==> src/rtl/lmu_pkg.sv <==
package lmu_pkg;
   typedef enum logic [1:0] {
      ACC_LOAD = 2'b00,
      ACC_WORD = 2'b01,
      ACC_HALF = 2'b10,
      ACC_BYTE = 2'b11
   } acc_kind_e;

   typedef struct packed {
      logic imem;
      logic dmem;
      logic isr;
   } mem_sel_t;
endpackage

==> src/rtl/lmu_lane_decode.sv <==
module lmu_lane_decode
   import lmu_pkg::*;
#(
   parameter int LANES = 4,
   localparam int OFS_W = $clog2(LANES)
) (
   input  acc_kind_e          kind,
   input  logic [OFS_W-1:0]   ofs,
   output logic [LANES-1:0]   lanes,
   output logic               misaligned
);
   generate
      if (LANES < 4 || (1 << OFS_W) != LANES) begin : g_bad_lanes
         $error("lmu_lane_decode: LANES must be a power of two, at least 4");
      end
   endgenerate

   for (genvar i = 0; i < LANES; i++) begin : g_lane
      // big-endian: lane bit i carries byte number LANES-1-i
      localparam int BYTE_NUM = LANES - 1 - i;
      localparam logic [OFS_W-1:0] BN = BYTE_NUM[OFS_W-1:0];
      assign lanes[i] = (kind == ACC_BYTE) ? (ofs == BN) :
                        (kind == ACC_HALF) ? (ofs[OFS_W-1:1] == BN[OFS_W-1:1]) :
                        (kind == ACC_WORD);
   end

   always_comb begin
      unique case (kind)
         ACC_HALF: misaligned = ofs[0];
         ACC_WORD: misaligned = |ofs;
         default:  misaligned = 1'b0;
      endcase
   end
endmodule

==> src/rtl/lmu_region_decode.sv <==
module lmu_region_decode
   import lmu_pkg::*;
#(
   parameter int          REGION_W   = 4,
   parameter logic [3:0]  RGN_DATA   = 4'h1,
   parameter logic [3:0]  RGN_SHARED = 4'h3,
   parameter logic [3:0]  RGN_ISR    = 4'h4,
   parameter bit          MIRROR_EN  = 1'b1
) (
   input  logic [REGION_W-1:0] region,
   output mem_sel_t            sel
);
   generate
      if (REGION_W != 4) begin : g_bad_region
         $error("lmu_region_decode: region codes are 4 bits wide");
      end
   endgenerate

   logic hit_data, hit_shared, hit_isr;
   assign hit_data   = (region == RGN_DATA);
   assign hit_shared = (region == RGN_SHARED);
   assign hit_isr    = (region == RGN_ISR);

   generate
      if (MIRROR_EN) begin : g_mirror
         assign sel.imem = hit_shared;
         assign sel.dmem = hit_data | hit_shared;
      end else begin : g_split
         assign sel.imem = hit_shared;
         assign sel.dmem = hit_data;
      end
   endgenerate
   assign sel.isr = hit_isr;
endmodule

==> src/rtl/lmu_mask_reg.sv <==
module lmu_mask_reg #(
   parameter int LANES = 4
) (
   input  logic             clk,
   input  logic             rst_n,
   input  logic [LANES-1:0] imem_d,
   input  logic [LANES-1:0] dmem_d,
   input  logic [LANES-1:0] isr_d,
   input  logic             err_d,
   output logic [LANES-1:0] imem_q,
   output logic [LANES-1:0] dmem_q,
   output logic [LANES-1:0] isr_q,
   output logic             err_q
);
   always_ff @(posedge clk) begin
      if (!rst_n) begin
         imem_q <= '0;
         dmem_q <= '0;
         isr_q  <= '0;
         err_q  <= 1'b0;
      end else begin
         imem_q <= imem_d;
         dmem_q <= dmem_d;
         isr_q  <= isr_d;
         err_q  <= err_d;
      end
   end
endmodule

==> src/rtl/lane_mask_unit.sv <==
module lane_mask_unit
   import lmu_pkg::*;
#(
   parameter int ADDR_W   = 32,
   parameter int LANES    = 4,
   parameter int REGION_W = 4,
   localparam int OFS_W   = $clog2(LANES)
) (
   input  logic              clk,
   input  logic              rst_n,
   input  logic              req_valid,
   input  logic [ADDR_W-1:0] req_addr,
   input  logic [1:0]        req_kind,
   output logic [LANES-1:0]  imem_we,
   output logic [LANES-1:0]  dmem_we,
   output logic [LANES-1:0]  isr_we,
   output logic              align_err
);
   generate
      if (REGION_W + OFS_W > ADDR_W) begin : g_bad_addr
         $error("lane_mask_unit: address too narrow for region and offset");
      end
   endgenerate

   acc_kind_e        kind;
   logic [LANES-1:0] lanes;
   logic             misaligned;
   mem_sel_t         sel;
   logic             is_store, write_ok;
   logic [LANES-1:0] imem_d, dmem_d, isr_d;
   logic             err_d;

   assign kind = acc_kind_e'(req_kind);

   lmu_lane_decode #(.LANES(LANES)) u_lanes (
      .kind       (kind),
      .ofs        (req_addr[OFS_W-1:0]),
      .lanes      (lanes),
      .misaligned (misaligned)
   );

   lmu_region_decode #(.REGION_W(REGION_W)) u_region (
      .region (req_addr[ADDR_W-1 -: REGION_W]),
      .sel    (sel)
   );

   assign is_store = req_valid && (kind != ACC_LOAD);
   assign write_ok = is_store && !misaligned;
   assign err_d    = is_store && misaligned;
   assign imem_d   = (write_ok && sel.imem) ? lanes : '0;
   assign dmem_d   = (write_ok && sel.dmem) ? lanes : '0;
   assign isr_d    = (write_ok && sel.isr)  ? lanes : '0;

   lmu_mask_reg #(.LANES(LANES)) u_regs (
      .clk    (clk),
      .rst_n  (rst_n),
      .imem_d (imem_d),
      .dmem_d (dmem_d),
      .isr_d  (isr_d),
      .err_d  (err_d),
      .imem_q (imem_we),
      .dmem_q (dmem_we),
      .isr_q  (isr_we),
      .err_q  (align_err)
   );
endmodule

==> config.mk <==
export PLATFORM = sky130hd
export DESIGN_NAME = lane_mask_unit
export DESIGN_NICKNAME = d
export VERILOG_FILES = /design/src/rtl/lmu_pkg.sv /design/src/rtl/lmu_lane_decode.sv /design/src/rtl/lmu_region_decode.sv /design/src/rtl/lmu_mask_reg.sv /design/src/rtl/lane_mask_unit.sv
export SDC_FILE = /design/constraint.sdc
export NUM_CORES = 1
export LEC_CHECK = 0
export ABC_AREA = 1
export BUFFER_PORTS_ARGS = -buffer_cell sky130_fd_sc_hd__buf_2
export CORE_MARGIN = 4
export CORE_UTILIZATION = 38
export CTS_BUF_LIST = sky130_fd_sc_hd__clkbuf_8
export CTS_CLUSTER_DIAMETER = 50
export DETAILED_ROUTE_END_ITERATION = 10
export MAX_ROUTING_LAYER = met4
export PLACE_DENSITY = 0.74
export SKIP_CTS_REPAIR_TIMING = 1
export SYNTH_ARGS = -nofsm -noshare
export SYNTH_HDL_FRONTEND = slang
export SYNTH_HIERARCHICAL = 1
export SYNTH_SLANG_ARGS = --single-unit
export TNS_END_PERCENT = 30
==> constraint.sdc <==
create_clock -name clk -period 1.7 [get_ports clk]
set_input_delay 0.17 -clock clk [delete_from_list [all_inputs] [get_ports clk]]
set_output_delay 0.17 -clock clk [all_outputs]
set_load 0.05 [all_outputs]
======== Yosys cells after proc, flatten, opt, wreduce, memory -nomap -nowiden ========
Index checks and enable logic that the tools add are counted.
word-level totals
  input port bits ......................... 37
  logic and storage cells ................. 35
  output and inout port bits .............. 13
  register bits after elaboration ......... 13
operators by class
  eq/ne operators ......................... 9
  bitwise operators ....................... 2
  mux-type cells .......................... 7
  reductions and logical operators ........ 13
operators by type and width
  kind                                           number
  == test 2 bit, second input constant           4
  logical AND 1 bit                              6
  two-way mux 1 bit                              6
  AND reduction 2 bit                            3
  == test 2 x 1 -> 1 bit, second input constant  2
  == test 4 x 1 -> 1 bit, second input constant  1
  == test 4 x 2 -> 1 bit, second input constant  1
  == test 4 x 3 -> 1 bit, second input constant  1
  logical NOT 2 bit                              1
  one-hot mux 1 bit (2 select lines)             1
  nonzero test 2 bit                             1
  OR reduction 2 bit                             1
  logical NOT 1 bit                              1
  inverter 1 bit                                 1
  bitwise OR 1 bit                               1

======== Logic depth before layout (Yosys ltp) ========
Gate-level depths: netlist of the first run.
  word-level depth ........................ 6
  depth in mapped cells ................... 10
  gate-level depth less buffers ........... 10

======== Modules after synthesis ========
The synthesis of the first run kept the hierarchy.
modules (own cells, without submodules)
  module             times used  sequential area each (µm²)  area an instance (µm²)  cells an instance
  lmu_mask_reg       1           260.2                       369.1                   40
  lmu_lane_decode    1           0.0                         142.6                   27
  lane_mask_unit     1           0.0                         103.8                   25
  lmu_region_decode  1           0.0                         56.3                    13

======== Worst setup path after synthesis of the first run ========
No wires, ideal clock.
  path type ............................... input-to-reg
  start point ............................. input port req_kind[0]
  end point ............................... register u_regs.dmem_q[0]
  setup time .............................. 109 ps
  data arrival time ....................... 1008 ps
  cell stages on the path ................. 9
  buffers on the path ..................... 0
  data required time ...................... 1591 ps
  slack ................................... 583 ps
  path through ............................ inv_1 -> ha_1 -> o21bai_1 -> nor2_1 -> inv_1 -> nand4_1 -> nor2_1 -> nand2_1 -> inv_1
between the ends
  longest elaborated chain between the ends .. 6
  elaborated cells between the ends (all ways) .. 12
  classes of those cells .................. eq/ne: 3; mux: 3; reduce/logical: 6
RTL lines
  element                                                         line                   RTL
  from (decl)                                                     lane_mask_unit.sv:13   input logic [1:0] req_kind,
  == test 2 x 1 -> 1 bit / == test 2 bit (equally long branches)  lmu_lane_decode.sv:28  unique case (kind)
  one-hot mux 1 bit (2 select lines) (*)                          lmu_lane_decode.sv:28
  named net misaligned                                            lane_mask_unit.sv:27   logic misaligned;
  logical NOT 1 bit (*)                                           lane_mask_unit.sv:48   assign write_ok = is_store && !misaligned;
  logical AND 1 bit (*)                                           lane_mask_unit.sv:48
  logical AND 1 bit (*)                                           lane_mask_unit.sv:51   assign dmem_d = (write_ok && sel.dmem) ? lanes : '0;
  AND reduction 2 bit (no source line) (*)                        --
  to (signal assigned)                                            lmu_mask_reg.sv:23     dmem_q <= dmem_d;
  to (decl)                                                       lmu_mask_reg.sv:11     output logic [LANES-1:0] dmem_q,
The timed path passes the listed nets; every way through them passes the cells marked *.
A chain may end at the register's enable or synchronous reset.

======== Worst setup path in the final report of the first run ========
  start point ............................. input port req_kind[0]
  end point ............................... register u_regs.dmem_q[3]
The elaborated chain is that of the path after synthesis.

==> summary.txt, run 1 <==
Outcome
  – Status: finished clean

Timing
  – Slew headroom: 83.3%
  – RSZ-0062 raised after global routing: no
  – Crit path time final: 1170 ps
  – Setup-failing EPs final: 0
  – Worst-margin pin slew: 252 ps
  – Max-slew violation count: 0
  – Fmax: 857 MHz
  – Final Cycle Share: 68.6%
  – Fin. Hold Viols: 0
  – Setup TNS: 0 ps

Synthesis
  – Post-Syn Area per Cell: 6.40 um^2
  – Area leader, netlist: dfxtp_1
  – Synthesized area: 672 um^2
  – Syn Nets: 145
  – Synth top area cells: dfxtp_1, inv_1, nand2_1
  – Post-Syn Instances: 105
  – Post-synth top area share: 38.7%
  – Synth cell types: 14
  – Sequential area share after synthesis: 38.7%
  – #FFs+latches synth: 13
  – Synth Warn #: 6

Global route
  – Number of global-route vias before repair: 551
  – First-pass GRT wire length: 2150 um
  – GRT Residual Overflow: 0
  – Initial antenna violation count: 0
  – All-Layer GR Usage: 11.1%
  – Largest net degree at the start of global routing: 14

Route
  – Post-DRT Antenna Nets: 0
  – 1st-iter DRT viols: 6
  – DRC viols: 0
  – Routed vias: 625
  – WL per Instance: 8.10 um
  – Vias/cell: 4.08
  – Drt pass-1 iters: 2
  – Detailed Route WL: 1240 um

Layout
  – Finished Layout Cells: 153
  – Most frequent cells in the layout: inv_1, nand2_1, buf_2
  – Commonest non-fill, non-tap cell in the layout: inv_1
  – Ratio of cells with drive above 1 in the final layout: 22.5%
  – Final nets: 170
  – Fillers: 179
  – Antenna diodes: 0
  – Final instance area: 836 um^2
  – Area of the multi-input gates: 273 um^2
  – Register area: 260 um^2
  – Area delta synth->final: 24.4%

Critical path
  – Crit path required time: 1880 ps
  – Crit path cell chain: buf_2, inv_1, ha_1, a21oi_1, nor2_1, inv_1, nand4_1, nor2_1, nand2_1, inv_1
  – Critical path endpoint category: flop
  – Setup CP Type: in2reg
  – Largest delay share family, worst path: simple AND/OR/NAND/NOR gates
  – CP dominant cell by count: inv_1
  – Data arrival time of the critical path: 1340 ps
  – WP buf/inv: 4
  – CP peak stage delay: 230 ps
  – Type of origin of the critical path: input pin
  – CP Max Fanout: 4
  – Slowest-stage cell, CP: ha_1

Floorplanning
  – Row Count: 14
  – Core Area: 1590 um^2
  – Initial Utilization: 42.2%
  – Die area: 2510 um^2
  – Chip height: 50.1 um
  – # IOs: 50
  – Chip width: 50.1 um

Clock tree
  – CTS HTree Levels: 1
  – CTS Buf Count: 3
  – Root Driver: clkbuf_8
  – CTS clock-pin slew for the worst setup and hold paths: 50 ps
  – TritonCTS clock tree: done
  – Longest Clk Path Bufs: 2
  – Clock sinks: 13

Placement
  – Final Wtd Congestion: 0.711
  – Port Buffers: 23
  – DP Cell Count: 149
  – Hpwl dp: 1010 um
  – Cell area after placement: 791 um^2

Power
  – Power per Cell Area: 770 nW/um^2
  – P_leak: 0.564 nW
  – Max rail drop VDD: 0.305 mV

Run
  – Number of max-cap violations: 0

Min path
  – Min-delay worst type: in2reg
[per-stage QoR]
stage	utilization (%)	setup WS, ps	hold WS [ps]	power (mW)
floorplan	-	583	263	0.369
global placement	49.6	347	494	0.390
detailed placement	49.6	306	496	0.394
CTS	52.4	539	240	0.653
global route	52.4	391	278	0.678
finish	52.4	534	252	0.643
[area by class of cell]
type                       count  area share, %
multi-input combinational     59           32.6
tap                           24           3.59
timing repair buffer          23           13.8
sequential                    13           31.1
clock inverter                 1          0.449
inverter                      30           13.5
clock buffer                   3           4.94
[cells by family after synthesis]
kind of cell / synth area share [%]
AO/OA/AOI/OAI: 1.86
adder cells (fa/ha/maj): 5.59
buffers and inverters: 20.7
flip-flops: 38.7
AND/OR/NAND/NOR: 33.1
[synth_stat cells]
master / number
dfxtp_1: 13
buf_4: 2
nand2_1: 27
nand3_2: 1
ha_1: 3
nand2_2: 1
buf_6: 1
nor2_1: 19
o21bai_1: 1
nand4_1: 3
inv_2: 1
nand3_1: 3
a21oi_1: 1
inv_1: 29
[power breakdown]
part           total, mW  switching (mW)  leakage [nW]  internal, mW
logic             0.0803          0.0531         0.432        0.0272
registers          0.307        0.000395         0.105         0.307
clock network      0.256          0.0972        0.0269         0.158
total              0.643           0.151         0.564         0.493
[flip-flops by register name (all words and copies together), names as in the netlist]
name,count
u_regs/dmem_q,4
u_regs/imem_q,4
u_regs/err_q,1
u_regs/isr_q,4
[final timing paths]
| kind | from | endpoint | slack [ps] | cells past startpoint |
|---|---|---|---|---|
| hold / removal | rst_n | u_regs/imem_q[1]$_SDFF_PN0_ | 250 | 3 |
| setup / recovery | req_kind[0] | u_regs/dmem_q[3]$_SDFF_PN0_ | 530 | 10 |
[layer usage]
metal	track usage, %	up-vias	share of wire [%]
met3	0	2	5.2
li1	-	343	-
met5	-	-	0
met2	19.1	19	49
met4	6.91	0	1.6
met1	12.7	261	44
No activity file was read; power rests on OpenSTA's default activity.
==> inputs of run 2 (changes only) <==
==> constraint.sdc (replaced) <==
create_clock -name clk -period 1.21 [get_ports clk]
set_input_delay 0.121 -clock clk [delete_from_list [all_inputs] [get_ports clk]]
set_output_delay 0.121 -clock clk [all_outputs]
set_load 0.05 [all_outputs]
==> summary.txt, run 2 (synthesis gave the netlist of run 1 again) <==
Timing
  – Crit path time final: 1080 ps
  – RSZ-0062 raised after global routing: yes (was no)
  – Slew headroom: 83.4% (was 83.3%)
  – Max-slew violation count: 0 (unchanged)
  – Fin. Hold Viols: 0 (unchanged)
  – Final Cycle Share: 89.3%
  – Worst-margin pin slew: 250 ps (was 252 ps)
  – Setup-failing EPs final: 0 (unchanged)
  – Fmax: 925 MHz
  – Setup slack after layout: 129 ps (was 534 ps)

Clock tree
  – CTS clock-pin slew for the worst setup and hold paths: 50 ps (about the same)
  – Longest Clk Path Bufs: 2 (unchanged)
  – Clock sinks: 13 (unchanged)
  – CTS Buf Count: 3 (unchanged)
  – TritonCTS clock tree: done (unchanged)
  – Root Driver: clkbuf_8 (unchanged)
  – CTS HTree Levels: 1 (unchanged)

Run
  – Number of max-cap violations: 0 (unchanged)

Power
  – P_leak: 0.583 nW (was 0.564 nW)
  – Power per Cell Area: 1060 nW/um^2 (was 770 nW/um^2)
  – Total Power: 917 uW (was 643 uW)
  – Max rail drop VDD: 0.363 mV (was 0.305 mV)

Critical path
  – Setup CP Type: in2reg (unchanged)
  – Crit path cell chain: buf_2, inv_1, ha_1, o21bai_1, nor2_1, inv_1, nand4_1, nor2_1, nand2_1, inv_1 (was buf_2, inv_1, ha_1, a21oi_1, nor2_1, inv_1, nand4_1, nor2_1, nand2_1, inv_1)
  – Data arrival time of the critical path: 1210 ps (was 1340 ps)
  – Crit path required time: 1340 ps (was 1880 ps)
  – CP peak stage delay: 280 ps (was 230 ps)
  – CP dominant cell by count: inv_1 (unchanged)
  – Largest delay share family, worst path: simple AND/OR/NAND/NOR gates (unchanged)
  – WP buf/inv: 4 (unchanged)
  – CP Max Fanout: 4 (unchanged)
  – Critical path endpoint category: flop (unchanged)
  – Worst Setup SP: req_kind[0] (unchanged)
  – Slowest-stage cell, CP: ha_1 (unchanged)
  – Type of origin of the critical path: input pin (unchanged)

Global route
  – Largest net degree at the start of global routing: 14 (unchanged)
  – Initial antenna violation count: 0 (unchanged)
  – First-pass GRT wire length: 2060 um (was 2150 um)
  – All-Layer GR Usage: 11.1% (about the same)
  – GRT Residual Overflow: 0 (unchanged)
  – Number of global-route vias before repair: 554 (was 551)

Floorplanning
  – Row Count: 14 (unchanged)
  – Die area: 2510 um^2 (unchanged)
  – Chip width: 50.1 um (unchanged)
  – Chip height: 50.1 um (unchanged)
  – # IOs: 50 (unchanged)
  – Core Area: 1590 um^2 (unchanged)
  – Initial Utilization: 42.2% (unchanged)

Route
  – DRC viols: 0 (unchanged)
  – Post-DRT Antenna Nets: 0 (unchanged)
  – Vias/cell: 4.00 (was 4.08)
  – Routed vias: 628 (was 625)
  – 1st-iter DRT viols: 6 (unchanged)
  – Drt pass-1 iters: 4 (was 2)
  – WL per Instance: 7.13 um (was 8.10 um)
  – Detailed Route WL: 1120 um (was 1240 um)

Layout
  – Final nets: 174 (was 170)
  – Antenna diodes: 0 (unchanged)
  – Most frequent cells in the layout: inv_1, nand2_1, buf_2 (unchanged)
  – Commonest non-fill, non-tap cell in the layout: inv_1 (unchanged)
  – Register area: 260 um^2 (unchanged)
  – Fillers: 160 (was 179)
  – Area of the multi-input gates: 273 um^2 (unchanged)
  – Final instance area: 866 um^2 (was 836 um^2)
  – Post-layout util: 54.3% (was 52.4%)
  – Ratio of cells with drive above 1 in the final layout: 24.8% (was 22.5%)
  – Biggest registers after layout: u_regs/dmem_q (4), u_regs/imem_q (4), u_regs/isr_q (4) (unchanged)
  – Area delta synth->final: 28.9% (was 24.4%)

Outcome
  – Status: finished clean (unchanged)

Placement
  – Cell area after placement: 821 um^2 (was 791 um^2)
  – Hpwl dp: 946 um (was 1010 um)
  – Dpl ws: -134 ps (was 306 ps)
  – Port Buffers: 23 (unchanged)
  – Final Wtd Congestion: 0.713 (was 0.711)

Min path
  – Hold_sp: rst_n (unchanged)
  – Min-delay worst type: in2reg (unchanged)
==> run 2: cell count changes in the layout (fill, tap and decap cells not counted), sizes merged <==
cell	change
buf	+4
==> run 2: report_power, final <==
group          internal, mW  total, mW  switching [mW]
registers             0.431      0.432        0.000502
clock network         0.223      0.364           0.141
logic                0.0463      0.121          0.0746
==> run 2: layout make-up <==
class | count | share of cell area (%)
Clock inverter | 1 | 0.434
Tap cell | 24 | 3.47
Clock buffer | 3 | 4.77
Timing Repair Buffer | 27 | 16.8
Inverter | 30 | 13.0
Sequential cell | 13 | 30.1
Multi-Input combinational cell | 59 | 31.5
==> run 2: metal layers <==
metal / GRT usage [%] / share of wire [%] / vias up
li1: - / - / 350
met1: 12.5 / 44 / 253
met2: 16.7 / 45 / 21
met3: 0.904 / 7.3 / 4
met4: 11.1 / 3.4 / 0
met5: - / 0 / -
==> run 2: final timing paths <==
check                           to  slack, ps  cells past startpoint
min     u_regs/isr_q[0]$_SDFF_PN0_        190                      3
max    u_regs/imem_q[3]$_SDFF_PN0_        130                     10
==> run 2: per-stage QoR <==
step | hold WS (ps) | cells | TNS, ps
finish | 193 | 157 | 0
global route | 208 | 157 | -4.69
CTS | 187 | 157 | 0
detailed placement | 443 | 153 | -1590
global placement | 443 | 153 | -1150
floorplan | 214 | 105 | 0
